<file path="src/rtl/sgs_pkg.sv">
package sgs_pkg;
   localparam int VOL_W     = 3;
   localparam int FINE_W    = 4;
   localparam int COEF_W    = 16;
   localparam int COEF_FRAC = 14;
   localparam int FINE_N    = 13;
   localparam int FINE_MID  = 6;

   typedef struct packed {
      logic [VOL_W-1:0]  vol;
      logic [FINE_W-1:0] fine;
      logic              mute;
      logic              byp;
   } gain_cfg_t;

   // Q2.14 approximations of 10^(g/20), g = code - 6
   function automatic logic signed [COEF_W-1:0] fine_coef(input logic [FINE_W-1:0] code);
      logic signed [COEF_W-1:0] k;
      case (code)
         4'd0:    k = 16'sd8211;
         4'd1:    k = 16'sd9213;
         4'd2:    k = 16'sd10338;
         4'd3:    k = 16'sd11599;
         4'd4:    k = 16'sd13014;
         4'd5:    k = 16'sd14602;
         4'd7:    k = 16'sd18383;
         4'd8:    k = 16'sd20626;
         4'd9:    k = 16'sd23143;
         4'd10:   k = 16'sd25967;
         4'd11:   k = 16'sd29135;
         4'd12:   k = 16'sd32690;
         default: k = 16'sd16384;
      endcase
      return k;
   endfunction
endpackage

</file>
<file path="src/rtl/sgs_capture.sv">
module sgs_capture
   import sgs_pkg::*;
#(
   parameter int DATA_W  = 16,
   parameter int VOL_MAX = 4
) (
   input  logic              clk,
   input  logic              rst_n,
   input  logic              in_valid,
   input  logic [DATA_W-1:0] in_sample,
   input  logic [VOL_W-1:0]  in_vol,
   input  logic [FINE_W-1:0] in_fine,
   input  logic              in_mute,
   input  logic              in_byp,
   output logic              cap_valid,
   output logic [DATA_W-1:0] cap_sample,
   output gain_cfg_t         cap_cfg
);
   localparam logic [VOL_W-1:0]  VOL_LIM  = VOL_W'(VOL_MAX);
   localparam logic [FINE_W-1:0] FINE_TOP = FINE_W'(FINE_N - 1);
   localparam logic [FINE_W-1:0] FINE_ONE = FINE_W'(FINE_MID);

   gain_cfg_t cfg_d;

   always_comb begin
      cfg_d.vol  = (in_vol > VOL_LIM) ? VOL_LIM : in_vol;
      cfg_d.fine = (in_fine > FINE_TOP) ? FINE_ONE : in_fine;
      cfg_d.mute = in_mute;
      cfg_d.byp  = in_byp;
   end

   always_ff @(posedge clk) begin
      if (!rst_n) begin
         cap_valid  <= 1'b0;
         cap_sample <= '0;
         cap_cfg    <= '0;
      end else begin
         cap_valid <= in_valid;
         if (in_valid) begin
            cap_sample <= in_sample;
            cap_cfg    <= cfg_d;
         end
      end
   end
endmodule

</file>
<file path="src/rtl/sgs_scale.sv">
module sgs_scale
   import sgs_pkg::*;
#(
   parameter int DATA_W = 16,
   parameter int PROD_W = DATA_W + COEF_W
) (
   input  logic [DATA_W-1:0] sample,
   input  logic [VOL_W-1:0]  vol,
   input  logic [FINE_W-1:0] fine,
   output logic [PROD_W-1:0] scaled
);
   localparam int SH_W = 6;

   logic signed [DATA_W-1:0] s_in;
   logic signed [COEF_W-1:0] coef;
   logic signed [PROD_W-1:0] s_ext, c_ext, prod;
   logic [SH_W-1:0]          shamt;

   always_comb begin
      s_in   = $signed(sample);
      coef   = fine_coef(fine);
      s_ext  = PROD_W'(s_in);
      c_ext  = PROD_W'(coef);
      prod   = s_ext * c_ext;
      shamt  = SH_W'(COEF_FRAC) + SH_W'(vol);
      scaled = prod >>> shamt;
   end
endmodule

</file>
<file path="src/rtl/sgs_limit.sv">
module sgs_limit #(
   parameter int IN_W     = 32,
   parameter int OUT_W    = 16,
   parameter bit SATURATE = 1'b1
) (
   input  logic [IN_W-1:0]  din,
   output logic [OUT_W-1:0] dout
);
   localparam logic [OUT_W-1:0] POS_RAIL = {1'b0, {(OUT_W-1){1'b1}}};
   localparam logic [OUT_W-1:0] NEG_RAIL = {1'b1, {(OUT_W-1){1'b0}}};

   if (IN_W <= OUT_W) begin : g_bad_width
      $error("sgs_limit: input must be wider than output");
   end

   if (SATURATE) begin : g_sat
      logic fits;
      always_comb begin
         fits = (&din[IN_W-1:OUT_W-1]) | ~(|din[IN_W-1:OUT_W-1]);
         if (fits)
            dout = din[OUT_W-1:0];
         else
            dout = din[IN_W-1] ? NEG_RAIL : POS_RAIL;
      end
   end else begin : g_wrap
      logic unused_hi;
      assign unused_hi = ^din[IN_W-1:OUT_W];
      assign dout = din[OUT_W-1:0];
   end
endmodule

</file>
<file path="src/rtl/speech_gain.sv">
module speech_gain
   import sgs_pkg::*;
#(
   parameter int DATA_W   = 16,
   parameter int VOL_MAX  = 4,
   parameter bit SATURATE = 1'b1
) (
   input  logic              clk,
   input  logic              rst_n,
   input  logic              in_valid,
   input  logic [DATA_W-1:0] in_sample,
   input  logic [2:0]        cfg_volume,
   input  logic [3:0]        cfg_fine,
   input  logic              cfg_mute,
   input  logic              cfg_bypass,
   output logic              out_valid,
   output logic [DATA_W-1:0] out_sample
);
   localparam int PROD_W = DATA_W + COEF_W;

   if (DATA_W < 8 || DATA_W > 24) begin : g_bad_data_w
      $error("speech_gain: DATA_W out of supported range");
   end
   if (VOL_MAX < 0 || VOL_MAX > (1 << VOL_W) - 1) begin : g_bad_vol
      $error("speech_gain: VOL_MAX does not fit the volume code");
   end

   logic              cap_valid;
   logic [DATA_W-1:0] cap_sample;
   gain_cfg_t         cap_cfg;
   logic [PROD_W-1:0] scaled;
   logic [DATA_W-1:0] limited;
   logic [DATA_W-1:0] result;

   sgs_capture #(.DATA_W(DATA_W), .VOL_MAX(VOL_MAX)) u_capture (
      .clk        (clk),
      .rst_n      (rst_n),
      .in_valid   (in_valid),
      .in_sample  (in_sample),
      .in_vol     (cfg_volume),
      .in_fine    (cfg_fine),
      .in_mute    (cfg_mute),
      .in_byp     (cfg_bypass),
      .cap_valid  (cap_valid),
      .cap_sample (cap_sample),
      .cap_cfg    (cap_cfg)
   );

   sgs_scale #(.DATA_W(DATA_W), .PROD_W(PROD_W)) u_scale (
      .sample (cap_sample),
      .vol    (cap_cfg.vol),
      .fine   (cap_cfg.fine),
      .scaled (scaled)
   );

   sgs_limit #(.IN_W(PROD_W), .OUT_W(DATA_W), .SATURATE(SATURATE)) u_limit (
      .din  (scaled),
      .dout (limited)
   );

   always_comb begin
      if (cap_cfg.mute)
         result = '0;
      else if (cap_cfg.byp)
         result = cap_sample;
      else
         result = limited;
   end

   always_ff @(posedge clk) begin
      if (!rst_n) begin
         out_valid  <= 1'b0;
         out_sample <= '0;
      end else begin
         out_valid <= cap_valid;
         if (cap_valid)
            out_sample <= result;
      end
   end
endmodule

</file>
<file path="config.mk">
export PLATFORM = sky130hd
export DESIGN_NAME = speech_gain
export DESIGN_NICKNAME = d
export VERILOG_FILES = /design/src/rtl/sgs_pkg.sv /design/src/rtl/sgs_capture.sv /design/src/rtl/sgs_scale.sv /design/src/rtl/sgs_limit.sv /design/src/rtl/speech_gain.sv
export SDC_FILE = /design/constraint.sdc
export NUM_CORES = 1
export LEC_CHECK = 0
export BUFFER_PORTS_ARGS = -buffer_cell sky130_fd_sc_hd__buf_2
export CORE_ASPECT_RATIO = 1.2
export CORE_UTILIZATION = 50
export DETAILED_ROUTE_END_ITERATION = 10
export PLACE_DENSITY = 0.66
export SLEW_MARGIN = 10
export SYNTH_ARGS = -nofsm -noshare
export SYNTH_HDL_FRONTEND = slang
export SYNTH_SLANG_ARGS = --single-unit
</file>
<file path="constraint.sdc">
create_clock -name clk -period 8.3 [get_ports clk]
set_input_delay 0 -clock clk [delete_from_list [all_inputs] [get_ports clk]]
set_output_delay 0 -clock clk [all_outputs]
set_load 0.01 [all_outputs]
</file>
==> results.cfg, run 1 <==
[outcome]
status = completed

[finish]
drive_gt1_frac = 0.1084
antenna_cells = 0
regArea_mm2 = 0.001179
area_growth_syn_to_layout_pct = 9.307
mostFrequentLayoutCells = inv_1, fa_1, nand2_1
n_fill_cell = 2526
fin_cells = 2000
layout_commonest_cell = inv_1
nets = 2014
multi_input_comb_area_mm2 = 0.01121

[logic_synthesis]
synth_area_mm2 = 0.01375
synth_cell_types = 88
synth_top_area_frac = 0.3566
ys_async_sr_fraction = 0
synthCells = 1606
yosysSeqAreaShare = 0.08443
syn_nets = 1965
synth_xor_xnor_area_share = 0.01783
ys_ff_latch = 58
synth-simple-area-share = 0.1777
yosysWarnings = 0
synth_top_family_by_area = adder cells
synthMuxAreaShare = 0.04849
avgSynthCellArea_um2 = 8.564
yosys.area.top_type = fa_1
synthAdderAreaFrac = 0.4349
synth_area_leaders = fa_1, dfxtp_1, ha_1
ys.flop_type = dfxtp_1
synth_compound_area_frac = 0.1328
synth_edf_count = 0

[clock_tree]
h-tree-depth = 3
cts-root-buf = clkbuf_16
clkLatencyLatePin_ns = 0.35
cts.sinks = 58
cts_tree = done
clkTransAtPathRegs_ns = 0.05
cts_inserted_buffers = 9
clock_path_buffers = 2

[detailed_routing]
vias = 11260
viasPerCell = 5.631
drt_wl_total_um = 36130
drt_iter0_markers = 658
route.met2.wl_um = 18280
drc = 0
top_layer_used = met4
drt-met1-wl_um = 15440
met3WireLength_um = 1317
routedWlPerCell_um = 18.07
drt-pass1-iter-count = 7
drtAntennaViolNets = 0

[global_routing]
grt_pass1_vias = 11790
grt_overflow_total = 0
grt_max_degree = 45
grt_use_total = 0.2737
grt_pass1_wl_um = 60790
antenna_found_initial = 0

[timing]
fin_crit_sh = 0.9467
max_freq_mhz = 127.3
hold_violations = 0
setup_viol = 0
tns_ns = 0
slew_viol_final = 0
worstMarginPinSlew_ns = 1.148
finalCriticalPeriod_ns = 7.857
fin_skew_ns = 0.01132
slew-limit-headroom = 0.2348
rsz0062_at_grt = false

[setup_path]
crit_buf_inv = 6
worstSetupStartpointType = flip-flop
crit_fanout = 12
cp.arrival_ns = 8.10
crit_path_max_incr_delay_ns = 0.70
crit_required_ns = 8.54
critPathKind = flip-flop to flip-flop
cpMaxStageDelayCell = fa_1
cp_cell_sequence = nand2_1, fa_1, fa_1, clkinvlp_4, fa_1, fa_1, fa_1, inv_1, fa_1, inv_1, ha_1, buf_4, a21oi_1, o21ai_1, or2_2, o32a_1, xnor2_1, buf_4, a211oi_1, o221ai_2, o41ai_2, buf_4, a21boi_0, a311oi_1
cp_top_family = adder cells
crit_top_cell = fa_1
endpoint_kind = flip-flop

[min_path]
hold_path.class = input port to flip-flop

[placed_design]
hpwl_um = 29920
dp_cells = 1958
port-buffer-count = 44
globalplace.congestion = 0.8905

[floorplanning]
fp.dieW_um = 153.4
floorplan.rows = 66
start_util = 0.5078
die_area_mm2 = 0.02818
dieHeight_um = 183.7
core-area_mm2 = 0.02709
ioPinCount = 45

[power_and_ir_drop]
power_leakage_nw = 7.434
vdd_drop_max_mv = 0.1632
p_per_area_mw_per_mm2 = 268.4

[flow_run]
maxCapViolations = 0
-- synth_stat cells, drive strengths merged (4+ instances only) --
master and n:
dfxtp 58, clkinv 6, o211ai 11, o221a 4, nor4 6, fa 245
ha 86, o22ai 6, a21oi 67, clkbuf 66, a211oi 12, nor3 12
nor2 84, and2 128, a22o 11, o41ai 4, nand4 16, a31oi 10
a21boi 7, xnor2 19, buf 17, a221oi 7, o311a 4, a22oi 9
nor2b 5, nand2 202, inv 285, a311oi 4, mux4 5, o21ai 43
mux2 9, o21a 5, o31ai 9, or3 6, mux2i 44, xor2 9
a2bb2oi 4, a21o 9, nand3 19, nand2b 7
-- kinds of logic (layout without fill, tap and decap cells) --
logic type                 Yosys count  after routing
muxes                               58             58
AOI/OAI and AO/OA                  255            255
adders and majority gates          331            331
buffers and inverters              374            428
and+or+nand+nor                    502            502
DFF                                 58             58
xor gates and xnor gates            28             28
-- sequential cells by signal (all words and copies together) (netlist names) --
register / flops
u_capture.cap_valid: 1
u_capture.cap_cfg: 9
u_capture.cap_sample: 16
out_valid: 1
u_scale.coef: 15
out_sample: 16
-- power breakdown --
part	total [mW]	switching (mW)	internal [mW]
clock	0.354	0.145	0.208
sequential	0.378	0.0603	0.317
combinational	3.30	1.99	1.31
-- metrics by stage --
step	utilization	instance area (um2)	total power [mW]	setup slack (ns)	hold WS [ns]
floorplan	-	13750	2.719	0.7834	0.1427
global placement	0.5333	14450	3.547	0.3173	0.2331
detailed placement	0.5333	14450	3.564	0.2265	0.2436
CTS	0.5511	14930	3.953	0.1749	0.01860
global route	0.5550	15030	4.431	0.01102	0.01597
finish	0.5550	15030	4.035	0.4426	0.01967
-- tightest hold or removal path: stages --
cell     delay, ns
buf_2         0.10
a31oi_1       0.09
a21oi_1       0.12
-- cell type report --
class / instances / share of cell area
tap: 340 / 0.02830
timing repair buffer: 121 / 0.05660
clock buffer: 11 / 0.01615
multi-input combinational: 1174 / 0.7456
inverter: 291 / 0.07291
clock inverter: 5 / 0.001997
sequential: 58 / 0.07840
-- per-layer routing --
metal  vias to the layer above  global-route usage
met2                       255              0.4833
met4                         0             0.08880
li1                       5255                   -
met1                      5685              0.3499
met5                         -                   0
met3                        66             0.03135
-- worst paths after layout --
check / start / endpoint / slack, ns / cells past startpoint
max reg2reg: u_scale.coef[2] / out_sample[10] / 0.44 / 24
max: u_scale.coef[2] / out_sample[10] / 0.44 / 24
min reg2reg: u_capture.cap_cfg[8] / u_capture.cap_cfg[8] / 0.49 / 2
min: cfg_fine[3] / u_capture.cap_cfg[3] / 0.02 / 3
-- what timing repair did --
| item | 4_1_cts | 5_1_grt |
|---|---|---|
| gates resized for setup | 0 | 27 |
| buffers inserted | 0 | 5 |
| hold buffers | 21 | 0 |
| hold endpoints to repair | 21 | 0 |
| setup endpoints to repair | 0 | 15 |
(Power assumes the default switching activity.)
==> inputs of run 2 (changes only) <==
--- a/config.mk
+++ b/config.mk
@@ -5,6 +5,7 @@
 export SDC_FILE = /design/constraint.sdc
 export NUM_CORES = 1
 export LEC_CHECK = 0
+export ABC_AREA = 1
 export BUFFER_PORTS_ARGS = -buffer_cell sky130_fd_sc_hd__buf_2
 export CORE_ASPECT_RATIO = 1.2
 export CORE_UTILIZATION = 50
==> run 2 against run 1 <==
Count of clock-buffer cells in the layout down 1. Critical endpoint is now out_sample[6]. Combinational power down 28%. First-iteration DRC count up 0.91%. Routed wire length up 4.5%. Sequential power about the same. Largest cell class unchanged. Total power down 21%. Fmax up 6.9%.
==> results.cfg, run 2 <==
[outcome]
status = completed

[detailed_routing]
drtAntennaViolNets = 0
drc = 0
drt_wl_total_um = 37740
drt_iter0_markers = 664
routedWlPerCell_um = 16.18
drt-pass1-iter-count = 6
viasPerCell = 5.146
vias = 12010

[timing]
layout_setup_ws_ns = 0.9488
tns_ns = 0
hold_violations = 0
fin_skew_ns = 0.01278
rsz0062_at_grt = false
fin_crit_sh = 0.8857
slew_viol_final = 0
slew-limit-headroom = 0.3711
max_freq_mhz = 136.0
setup_viol = 0
worstMarginPinSlew_ns = 0.9421
holdWs_ns = 0.01911
finalCriticalPeriod_ns = 7.351

[logic_synthesis]
ys_async_sr_fraction = 0
yosys.area.top_type = fa_1
ys_ff_latch = 58
syn_nets = 2332
synth_area_leaders = fa_1, nand2_1, inv_1
yosysWarnings = 0
avgSynthCellArea_um2 = 6.961
synth_cell_types = 39
ys.flop_type = dfxtp_1
yosysSeqAreaShare = 0.08454
synthTopCellsByCount = nand2_1, inv_1, fa_1
synthCells = 1973
synth_area_mm2 = 0.01373
synth_top_area_frac = 0.3571
synth_edf_count = 0
post-synth-top-count-cell = nand2_1

[global_routing]
grt_max_degree = 31
grt_pass1_wl_um = 62450
grt_use_total = 0.2855
grt_overflow_total = 0
grt_pass1_vias = 12320
antenna_found_initial = 0

[setup_path]
crit_top_cell = nand2_1
crit_start = u_capture.cap_sample[15]
critPathKind = flip-flop to flip-flop
timing.rr.end = out_sample[6]
r2r_slack_ns = 0.95
endpoint_kind = flip-flop
r2r_start = u_capture.cap_sample[15]
cp.arrival_ns = 7.56
worstSetupStartpointType = flip-flop
crit_path_max_incr_delay_ns = 0.72
cpMaxStageDelayCell = fa_1
crit_required_ns = 8.51
cp-endpoint = out_sample[6]
worst-r2r-cell-count = 32
crit_fanout = 16

[finish]
area_growth_syn_to_layout_pct = 7.835
fin_cells = 2333
drive_gt1_frac = 0.05519
layout_commonest_cell = nand2_1
nets = 2347
mostFrequentLayoutCells = nand2_1, inv_1, fa_1
antenna_cells = 0
post-route-cell-area_mm2 = 0.01481
n_fill_cell = 2666
final_util = 0.5468

[clock_tree]
cts-root-buf = clkbuf_16
cts-resized-gates = 0
clkTransAtPathRegs_ns = 0.06
cts_setup_buffers = 0
cts_tree = done
cts.sinks = 58
clkLatencyLatePin_ns = 0.34
cts_inserted_buffers = 9
clock_path_buffers = 2
h-tree-depth = 3

[placed_design]
post-place-ws_ns = 1.010
placed_area_mm2 = 0.01424
port-buffer-count = 44
hpwl_um = 31420
dp_cells = 2294
globalplace.congestion = 0.9531

[floorplanning]
dieHeight_um = 183.6
die_area_mm2 = 0.02814
start_util = 0.5071
floorplan.rows = 66
ioPinCount = 45
fp.dieW_um = 153.3
core-area_mm2 = 0.02709

[power_and_ir_drop]
vdd_drop_max_mv = 0.1123
power_leakage_nw = 8.781
p_per_area_mw_per_mm2 = 214.9
power_mw = 3.183

[flow_run]
maxCapViolations = 0

[min_path]
min_delay_path_depth = 4
hold_path.class = input port to flip-flop
run 2: cell types whose count changed after synthesis, moves of 14 or more:
cell	delta
xnor2_1	-14
nand2_1	+346
mux2i_1	-43
inv_1	+212
nand3_1	+168
and2_1	-124
clkbuf_1	+16
run 2: how the worst min path moves through the flow:
stage                                end  slack [ns]     startpoint
floorplan           u_capture.cap_cfg[8]        0.09       in_valid
global placement    u_capture.cap_cfg[0]        0.22     cfg_bypass
detailed placement  u_capture.cap_cfg[0]        0.22     cfg_bypass
CTS                 u_capture.cap_cfg[6]        0.02  cfg_volume[2]
global route        u_capture.cap_cfg[6]        0.04  cfg_volume[2]
finish              u_capture.cap_cfg[6]        0.02  cfg_volume[2]
run 2: kinds of logic (layout without fill, tap and decap cells):
group | after synthesis | in the layout | share of synthesized area
AO/OA/AOI/OAI | 127 | 127 | 0.05111
buffers and inverters | 599 | 619 | 0.1654
XOR/XNOR | 15 | 15 | 0.009565
AND/OR/NAND/NOR | 843 | 843 | 0.2539
adder cells (fa/ha/maj) | 331 | 331 | 0.4355
flip-flops | 58 | 58 | 0.08454
run 2: final cells by class:
type	count	area [um2]	share of cell area
clock buffer	10	229.0	0.01546
clock inverter	6	115.1	0.007772
inverter	505	1896	0.1280
multi-input combinational	1316	10300	0.6955
sequential	58	1161	0.07840
tap	340	425.4	0.02872
timing repair buffer	98	683.2	0.04613
run 2: worst max-delay path: cells and delay by family, from the launching register on:
family	cells	cell delay, ns
flip-flops	1	0.67
adder cells (fa/ha/maj)	7	3.64
AND/OR/NAND/NOR	17	2.24
buffers and inverters	7	0.57
AO/OA/AOI/OAI	1	0.08
run 2: metal layers:
metal	track usage	share of wire	up-vias
li1	-	-	5818
met1	0.3624	0.42	5811
met2	0.4966	0.50	316
met3	0.03489	0.049	60
met4	0.1103	0.039	0
met5	0	0	-
run 2: repair_timing:
action                                 4_1_cts  5_1_grt
hold buffers                                23        0
endpoints found under the hold margin       22        0
setup endpoints to repair                    0        0
run 2: power breakdown:
group	internal, mW	switching, mW	leakage, nW
Combinational	0.837	1.53	8.14
Sequential	0.310	0.0651	0.478
Clock	0.294	0.151	0.163
==> inputs of run 3 (changes only) <==
--- a/config.mk
+++ b/config.mk
@@ -11,7 +11,6 @@
 export CORE_UTILIZATION = 50
 export DETAILED_ROUTE_END_ITERATION = 10
 export PLACE_DENSITY = 0.66
-export SLEW_MARGIN = 10
 export SYNTH_ARGS = -nofsm -noshare
 export SYNTH_HDL_FRONTEND = slang
 export SYNTH_SLANG_ARGS = --single-unit
==> constraint.sdc (replaced) <==
create_clock -name clk -period 7.5 [get_ports clk]
set_input_delay 0 -clock clk [delete_from_list [all_inputs] [get_ports clk]]
set_output_delay 0 -clock clk [all_outputs]
set_load 0.01 [all_outputs]
==> run 3 against run 2 <==
Global-route usage decreased by 0.22 points. Sequential cell count did not move. Sequential power increased by 5%. Die area is the same. Clock power is 4% lower. Fmax rose by 5.3%. Cell count increased by 0.60%. Sequential share of layout area hardly changed.
==> results.cfg, run 3 (synthesis gave the netlist of run 2 again) <==
[finish]
n_fill_cell = 2655
multi_input_comb_area_mm2 = 0.01032
nets = 2363
area_growth_syn_to_layout_pct = 8.536
antenna_cells = 0
fin_cells = 2347
post-route-cell-area_mm2 = 0.01491
mostFrequentLayoutCells = nand2_1, inv_1, fa_1
regArea_mm2 = 0.001166
layout_commonest_cell = nand2_1
drive_gt1_frac = 0.06627

[flow_run]
maxCapViolations = 0

[floorplanning]
ioPinCount = 45
floorplan.rows = 66
fp.dieW_um = 153.3
dieHeight_um = 183.6
core-area_mm2 = 0.02709
start_util = 0.5071
die_area_mm2 = 0.02814

[timing]
worstMarginPinSlew_ns = 0.8963
slew-limit-headroom = 0.4018
fin_skew_ns = 0.01149
setup_viol = 0
finalCriticalPeriod_ns = 6.980
slew_viol_final = 0
layout_setup_ws_ns = 0.5199
rsz0062_at_grt = false
hold_violations = 0
fin_crit_sh = 0.9307
tns_ns = 0
max_freq_mhz = 143.3

[power_and_ir_drop]
power_mw = 3.484
vdd_drop_max_mv = 0.1713
power_leakage_nw = 8.838
p_per_area_mw_per_mm2 = 233.7

[min_path]
hold_path.class = input port to flip-flop

[global_routing]
grt_pass1_wl_um = 62420
antenna_found_initial = 0
grt_overflow_total = 0
grt_max_degree = 31
grt_pass1_vias = 12340
grt_use_total = 0.2833

[detailed_routing]
routedWlPerCell_um = 15.76
drtAntennaViolNets = 0
drc = 0
drt_iter0_markers = 845
drt_wl_total_um = 36990
vias = 12150
drt-pass1-iter-count = 6
viasPerCell = 5.178

[clock_tree]
h-tree-depth = 3
cts.sinks = 58
cts-root-buf = clkbuf_16
clock_path_buffers = 2
cts_tree = done
cts_setup_buffers = 0
clkLatencyLatePin_ns = 0.34
cts_inserted_buffers = 9
clkTransAtPathRegs_ns = 0.06

[setup_path]
crit_fanout = 14
cpMaxStageDelayCell = dfxtp_1
endpoint_kind = flip-flop
crit_path_max_incr_delay_ns = 0.74
cp_top_family = adder cells
crit_required_ns = 7.71
crit_buf_inv = 5
cp.arrival_ns = 7.19
worstSetupStartpointType = flip-flop
critPathKind = flip-flop to flip-flop
crit_top_cell = nand2_1

[outcome]
status = completed

[placed_design]
globalplace.congestion = 0.9283
dp_cells = 2310
port-buffer-count = 44
placed_area_mm2 = 0.01436
hpwl_um = 31390
post-place-ws_ns = 0.4263
## run 3: metal layers
metal / global-route usage / vias up / wire length (um)
met5: 0 / - / 0
met3: 0.02051 / 60 / 1722
met4: 0.09576 / 0 / 1254
li1: - / 5848 / -
met2: 0.5036 / 336 / 18670
met1: 0.3650 / 5908 / 15340
## run 3: path summary, 6_finish.rpt
kind	from	endpoint	slack [ns]	cells after the start
setup reg to reg	u_capture.cap_sample[9]	out_sample[2]	0.52	32
hold reg to reg	u_capture.cap_valid	out_valid	0.43	2
hold / removal	cfg_volume[2]	u_capture.cap_cfg[6]	0.03	4
setup / recovery	u_capture.cap_sample[9]	out_sample[2]	0.52	32
## run 3: repair_timing
action | CTS | global route
hold buffers | 23 | 0
gates resized for setup | 0 | 10
endpoints found under the hold margin | 22 | 0
setup endpoints to repair | 0 | 14
## run 3: metrics by stage
| step | hold slack, ns | utilization |
|---|---|---|
| after floorplan | 0.08936 | - |
| after global placement | 0.2088 | 0.5300 |
| after detailed placement | 0.2158 | 0.5300 |
| after CTS | 0.02935 | 0.5493 |
| after global routing | 0.07103 | 0.5504 |
| final | 0.02733 | 0.5504 |
## run 3: final cells by class
type	count	share of cell area
multi-input combinational	1316	0.6923
inverter	505	0.1274
sequential	58	0.07823
timing repair buffer	114	0.05389
tap	340	0.02854
clock buffer	11	0.01695
clock inverter	3	0.002686
## run 3: power by group
group | internal, mW | switching [mW] | total [mW]
Sequential | 0.344 | 0.0500 | 0.394
Combinational | 0.943 | 1.72 | 2.66
Clock | 0.270 | 0.158 | 0.428
## run 3: worst min-delay path: stages
cell	delay (ns)
buf_2	0.08
inv_1	0.05
nand3_1	0.10
o21ai_0	0.08
